==> src/rtl/grn_pkg.sv <==
`timescale 1ns/1ps
package grn_pkg;

  localparam int RATE_W    = 5;
  localparam int NUM_RATES = 1 << RATE_W;
  localparam int OFS_W     = 11;
  localparam int SHF_W     = 4;

  // odd factor of a tick spacing
  typedef enum logic [1:0] {
    MUL_ONE   = 2'd0,
    MUL_THREE = 2'd1,
    MUL_FIVE  = 2'd2
  } mul_e;

  typedef struct packed {
    logic             never;
    mul_e             mul;
    logic [SHF_W-1:0] shift;
    logic [OFS_W-1:0] offset;
  } rate_rule_t;

  // spacing = mul * 2^shift, phase shift = offset
  function automatic rate_rule_t rule_of(int r);
    rate_rule_t rr;
    int i;
    int g;
    int j;
    rr.never  = 1'b0;
    rr.mul    = MUL_ONE;
    rr.shift  = '0;
    rr.offset = '0;
    if (r == 0) begin
      rr.never = 1'b1;
    end else if (r == NUM_RATES - 2) begin
      rr.shift = SHF_W'(1);
    end else if (r < NUM_RATES - 2) begin
      i = r - 1;
      g = i / 3;
      j = i % 3;
      case (j)
        0: begin
          rr.shift = SHF_W'(11 - g);
        end
        1: begin
          rr.mul    = MUL_THREE;
          rr.shift  = SHF_W'(9 - g);
          rr.offset = OFS_W'(1040);
        end
        default: begin
          rr.mul    = MUL_FIVE;
          rr.shift  = SHF_W'(8 - g);
          rr.offset = OFS_W'(536);
        end
      endcase
    end
    return rr;
  endfunction

endpackage

==> src/rtl/grn_rate_decode.sv <==
`timescale 1ns/1ps
module grn_rate_decode
  import grn_pkg::*;
(
  input  logic [RATE_W-1:0] rate_i,
  output rate_rule_t        rule_o
);

  rate_rule_t tbl [NUM_RATES];

  for (genvar r = 0; r < NUM_RATES; r++) begin : g_tbl
    assign tbl[r] = rule_of(r);
  end

  assign rule_o = tbl[rate_i];

endmodule

==> src/rtl/grn_rate_match.sv <==
`timescale 1ns/1ps
module grn_rate_match
  import grn_pkg::*;
#(
  parameter int CNT_W = 15
) (
  input  logic [CNT_W-1:0] cnt_i,
  input  rate_rule_t       rule_i,
  output logic             hit_o
);

  localparam int SUM_W = ((CNT_W > OFS_W) ? CNT_W : OFS_W) + 1;
  localparam int NIB   = (SUM_W + 3) / 4;
  localparam int PAD_W = NIB * 4;

  logic [PAD_W-1:0] sum;
  logic [PAD_W-1:0] mask;
  logic [PAD_W-1:0] quo;
  logic [7:0]       part [NIB+1];
  logic [7:0]       fold;
  logic [3:0]       res15;
  logic             low_ok;
  logic             mul_ok;

  assign sum    = PAD_W'(cnt_i) + PAD_W'(rule_i.offset);
  assign mask   = (PAD_W'(1) << rule_i.shift) - PAD_W'(1);
  assign quo    = sum >> rule_i.shift;
  assign low_ok = ((sum & mask) == '0);

  // 16 = 1 mod 15: digit sum keeps the residue
  assign part[0] = '0;
  for (genvar n = 0; n < NIB; n++) begin : g_nib
    assign part[n+1] = part[n] + 8'(quo[4*n +: 4]);
  end

  always_comb begin
    fold  = part[NIB];
    fold  = 8'(fold[7:4]) + 8'(fold[3:0]);
    fold  = 8'(fold[7:4]) + 8'(fold[3:0]);
    res15 = (fold[3:0] == 4'd15) ? 4'd0 : fold[3:0];
  end

  always_comb begin
    case (rule_i.mul)
      MUL_THREE: mul_ok = (res15 == 4'd0) || (res15 == 4'd3) || (res15 == 4'd6) ||
                          (res15 == 4'd9) || (res15 == 4'd12);
      MUL_FIVE:  mul_ok = (res15 == 4'd0) || (res15 == 4'd5) || (res15 == 4'd10);
      default:   mul_ok = 1'b1;
    endcase
  end

  assign hit_o = !rule_i.never && low_ok && mul_ok;

endmodule

==> src/rtl/grn_noise_lfsr.sv <==
`timescale 1ns/1ps
module grn_noise_lfsr #(
  parameter int           W    = 15,
  parameter logic [W-1:0] SEED = 15'h4000
) (
  input  logic         clk,
  input  logic         rst_n,
  input  logic         adv_i,
  output logic [W-1:0] state_o
);

  logic [W-1:0] st_q;
  logic [W-1:0] st_d;

  always_comb begin
    st_d = {st_q[0] ^ st_q[1], st_q[W-1:1]};
  end

  always_ff @(posedge clk or negedge rst_n) begin
    if (!rst_n) begin
      st_q <= SEED;
    end else if (adv_i) begin
      st_q <= st_d;
    end
  end

  assign state_o = st_q;

endmodule

==> src/rtl/glob_rate_noise.sv <==
`timescale 1ns/1ps
module glob_rate_noise
  import grn_pkg::*;
#(
  parameter int               CNT_W      = 15,
  parameter logic [CNT_W-1:0] CNT_RELOAD = 15'h77FF,
  parameter int               NOISE_W    = 15,
  parameter logic [NOISE_W-1:0] NOISE_SEED = 15'h4000
) (
  input  logic               clk,
  input  logic               rst_n,
  input  logic               smp_strobe,
  input  logic [RATE_W-1:0]  rate_sel,
  output logic               tick,
  output logic [NOISE_W-1:0] noise
);

  // reset: asserts at once, releases after two clocks
  logic [1:0] rs_q;
  logic       rst_sync_n;

  always_ff @(posedge clk or negedge rst_n) begin
    if (!rst_n) begin
      rs_q <= 2'b00;
    end else begin
      rs_q <= {rs_q[0], 1'b1};
    end
  end

  assign rst_sync_n = rs_q[1];

  // wrapping down-counter
  logic [CNT_W-1:0] cnt_q;
  logic [CNT_W-1:0] cnt_d;

  always_comb begin
    if (cnt_q == '0) begin
      cnt_d = CNT_RELOAD;
    end else begin
      cnt_d = cnt_q - 1'b1;
    end
  end

  always_ff @(posedge clk or negedge rst_sync_n) begin
    if (!rst_sync_n) begin
      cnt_q <= '0;
    end else if (smp_strobe) begin
      cnt_q <= cnt_d;
    end
  end

  // tick decision against the updated count
  rate_rule_t rule;
  logic       hit;

  grn_rate_decode u_dec (
    .rate_i (rate_sel),
    .rule_o (rule)
  );

  grn_rate_match #(.CNT_W(CNT_W)) u_match (
    .cnt_i  (cnt_d),
    .rule_i (rule),
    .hit_o  (hit)
  );

  logic tick_q;

  always_ff @(posedge clk or negedge rst_sync_n) begin
    if (!rst_sync_n) begin
      tick_q <= 1'b0;
    end else if (smp_strobe) begin
      tick_q <= hit;
    end
  end

  assign tick = tick_q;

  grn_noise_lfsr #(.W(NOISE_W), .SEED(NOISE_SEED)) u_lfsr (
    .clk     (clk),
    .rst_n   (rst_sync_n),
    .adv_i   (smp_strobe & hit),
    .state_o (noise)
  );

endmodule

==> config.mk <==
export PLATFORM = sky130hd
export DESIGN_NAME = glob_rate_noise
export DESIGN_NICKNAME = d
export VERILOG_FILES = /design/src/rtl/grn_pkg.sv /design/src/rtl/grn_rate_decode.sv /design/src/rtl/grn_rate_match.sv /design/src/rtl/grn_noise_lfsr.sv /design/src/rtl/glob_rate_noise.sv
export SDC_FILE = /design/constraint.sdc
export NUM_CORES = 1
export LEC_CHECK = 0
export ABC_AREA = 1
export BUFFER_PORTS_ARGS = -buffer_cell sky130_fd_sc_hd__buf_4
export CAP_MARGIN = 20
export CORE_MARGIN = 2
export CORE_UTILIZATION = 35
export CTS_CLUSTER_SIZE = 40
export DETAILED_ROUTE_END_ITERATION = 6
export PLACE_DENSITY = 0.6
export SLEW_MARGIN = 0
export SYNTH_ARGS = -nofsm -noshare
export SYNTH_HDL_FRONTEND = slang
export SYNTH_HIERARCHICAL = 1
export SYNTH_SLANG_ARGS = --single-unit
==> constraint.sdc <==
create_clock -name clk -period 1.45 [get_ports clk]
set_input_delay 0.2175 -clock clk [delete_from_list [all_inputs] [get_ports clk]]
set_output_delay 0.2175 -clock clk [all_outputs]
set_load 0.01 [all_outputs]
==> metrics.md <==
| Metric | Value |
|---|---|
| Status | finished, violations left |
| Failing checks | negative setup slack |
| IO Pins | 24 |
| Post-route minimum period | 6.582 ns |
| Overall Global Routing Usage | 20.14% |
| Non-filler cells in the finished layout | 1188 |
| Final period util | 454.0% |
| Syn_area_per_cell | 6.038 um^2 |
| Crit path max fanout | 5 |
| Critical path's largest stage delay | 0.58 ns |
| CP dominant cell by count | nand2_2 |
| Avg Vias per Cell | 4.770 |
| 1st-iter DRT viols | 261 |
| Crit Path Category | reg2reg |
| Slew Limit Fails | 0 |
| Critical path's slowest cell | fa_1 |
| CP Capture Type | flop |
| Drt drc | 0 |
| Clk_skew | 0.004823 ns |
| ANT cells | 0 |
| Die Y | 122.9 um |
| Initial antenna violation count | 0 |
| Worst-Skew Late Latency | 0.28 ns |
| Post-Syn Area | 4951 um^2 |
| Nets | 1057 |
| Post-route ant nets | 0 |
| Vias in the first global route | 5527 |
| Clock Tree Root | clkbuf_16 |
| Fmax | 151.9 MHz |
| Final Hold Viols | 0 |
| Clock-pin slew on the worst setup and hold paths | 0.06 ns |
| RePlAce Congestion | 0.9462 |
| Number of port buffers | 23 |
| Distinct cells, synth | 43 |
| Area delta synth->final | 58.30% |
| Area of the multi-input gates | 4467 um^2 |
| FF/Latch Area | 828.3 um^2 |
| First-pass GRT wire length | 24850 um |
| Final Setup Violations | 25 |
| Unrepaired setup endpoints after global routing | true |
| Initial core utilization | 35.81% |
| Placed insts | 1154 |
| Critical Path RT | 1.61 ns |
| Die area | 15110 um^2 |
| # Max-Cap Violations | 0 |
| Post-Syn Instances | 820 |
| Main synth FF type | dfrtp_1 |
| Share of cells above drive strength 1 | 47.02% |
| Post-DR wirelength/cell | 12.39 um |
| H-tree levels | 2 |
| Critical Path AT | 6.74 ns |
| Setup slack after layout | -5.132 ns |
| Final HPWL DP | 11340 um |
| First-pass DRT Iterations | 4 |
| GRT overflow | 0 |
| Vias | 5667 |
| #FFs+latches synth | 33 |
| Register area share after synthesis | 16.70% |
| Die X | 122.9 um |
| CP Launch Type | flop |
| CTS sink cnt | 33 |
| CTS tree | built |
| Fill count | 1305 |
| Bufs on Longest Clock Path | 2 |
| Num rows | 43 |
| Largest net degree at the start of global routing | 32 |
| CTS Buf Count | 5 |
| Post-synth EDFFs | 0 |
| Synth async-reset ratio | 100.0% |
| Drt total wl | 14710 um |
| Synth warn | 6 |
| Core area | 13830 um^2 |
| Min-delay worst type | in2reg |
-- timing repair --
item / in CTS / in global routing
cloned: 2 / 0
hold buffers: 1 / 0
setup buffers: 14 / 10
setup endpoints to repair: 27 / 31
pin swaps: 64 / 64
gates resized for setup: 98 / 100
endpoints found under the hold margin: 2 / 0
-- through the flow --
| step | hold WS [ns] | instance area, um^2 | setup WS [ns] | setup TNS [ns] | util [%] |
|---|---|---|---|---|---|
| 3_3_place_gp | 0.0004590 | 6714 | -5.337 | -85.35 | 48.56 |
| 2_1_floorplan | -0.07809 | 5345 | -4.707 | -74.02 | - |
| 3_5_place_dp | 0.001301 | 6714 | -5.458 | -87.37 | 48.56 |
| 6_report | 0.2458 | 7838 | -5.132 | -82.75 | 56.68 |
| 5_1_grt | 0.2511 | 7838 | -5.457 | -89.27 | 56.68 |
| 4_1_cts | 0.2411 | 7360 | -4.990 | -80.55 | 53.23 |
-- cells in the mapped netlist (2+ instances only) --
cell / number / area, um^2
o21ai_0: 23 / 115.1
inv_1: 100 / 375.4
a21oi_2: 2 / 17.52
and2_1: 2 / 12.51
buf_1: 2 / 7.510
nand4_1: 7 / 43.79
nand2_4: 3 / 33.78
ha_1: 32 / 400.4
a21oi_1: 15 / 75.07
nand2_2: 34 / 212.7
nor2_1: 56 / 210.2
nand3_2: 7 / 70.07
fa_1: 10 / 200.2
buf_4: 27 / 202.7
buf_2: 8 / 40.04
nand3_1: 118 / 590.6
xor2_1: 9 / 78.83
a31oi_1: 2 / 12.51
dfrtp_1: 32 / 800.8
buf_6: 5 / 56.30
nand2_1: 275 / 1032
or2_2: 4 / 25.02
nor2_4: 3 / 33.78
conb_1: 2 / 7.510
xnor2_1: 3 / 26.28
nor3_1: 6 / 30.03
o21bai_1: 2 / 15.01
inv_2: 6 / 22.52
nor2_2: 6 / 37.54
o21ai_1: 6 / 30.03
-- layer usage --
metal  track usage, %  part of all wire (%)
met5                0                     0
met4            4.813                   1.6
met3            2.122                   3.4
met2            34.63                    49
met1            27.04                    46
-- cell families after synthesis --
logic type               after synthesis  share of synthesized area, %
flip-flops                            33                         16.70
AND/OR/NAND/NOR                      524                         47.54
XOR/XNOR                              12                         2.123
adder cells (fa/ha/maj)               42                         12.13
other                                  2                        0.1517
buffers and inverters                152                         15.16
AO/OA/AOI/OAI                         55                         6.192
-- worst max-delay path: cells and delay by family, from the launching register on --
kind | cells | cell delay (ns)
adder cells (fa/ha/maj) | 9 | 2.74
AND/OR/NAND/NOR | 26 | 2.22
buffers and inverters | 5 | 0.45
flip-flops | 1 | 0.39
AO/OA/AOI/OAI | 3 | 0.32
XOR/XNOR | 2 | 0.32
-- cell type report --
type	instances	share of cell area, %
repair buffers	218	21.87
multi-input cells	642	56.99
well taps	180	2.874
clock buffers	7	1.820
clock inverters	1	0.3831
flip-flops and latches	33	10.57
inverters	107	5.492
-- flip-flops by register name (all words and copies together), names as in the netlist --
name and cells:
tick 1, cnt_q 15, rs_q 2, u_lfsr/state_o 15
-- placed cells by master (no fill, tap or decap), types with 3 or more instances in the layout --
cell       count
inv_2         14
a21oi_4        3
fa_1           8
nand3_1       74
nor2_4        17
nand3_2       41
nand2_1      211
buf_6          8
nand2_2       74
xnor2_1        3
buf_4        205
ha_2           3
a21oi_1        7
nor3_1         4
ha_4          13
nor2_1        33
or2_2          3
nand4_1        7
inv_1         91
xor2_1         5
clkbuf_16      5
o21ai_1       15
nor2_2        15
ha_1          16
dfrtp_1       31
o21ai_0       12
nand3_4       10
a21oi_2        7
conb_1         8
buf_12         3
nand2_4       26
-- worst paths after layout --
| kind | from | endpoint | slack [ns] | depth (start not counted) |
|---|---|---|---|---|
| hold reg to reg | rs_q[1]$_DFF_PN0_ | u_lfsr/state_o[6]$_DFFE_PN0P_ | 0.26 | 1 |
| setup reg to reg | cnt_q[0]$_DFFE_PN0P_ | u_lfsr/state_o[1]$_DFFE_PN0P_ | -5.13 | 45 |
| setup / recovery | cnt_q[0]$_DFFE_PN0P_ | u_lfsr/state_o[1]$_DFFE_PN0P_ | -5.13 | 45 |
| hold / removal | smp_strobe | cnt_q[13]$_DFFE_PN0P_ | 0.25 | 3 |
| min in group asynchronous | rs_q[1]$_DFF_PN0_ | u_lfsr/state_o[6]$_DFFE_PN0P_ | 0.26 | 1 |
| max in group asynchronous | rs_q[1]$_DFF_PN0_ | u_lfsr/state_o[14]$_DFFE_PN1P_ | 0.87 | 1 |
Power is left out: the tool's default activity adds up to more than one toggle a clock period on the data nets, which glitch-free logic cannot reach.
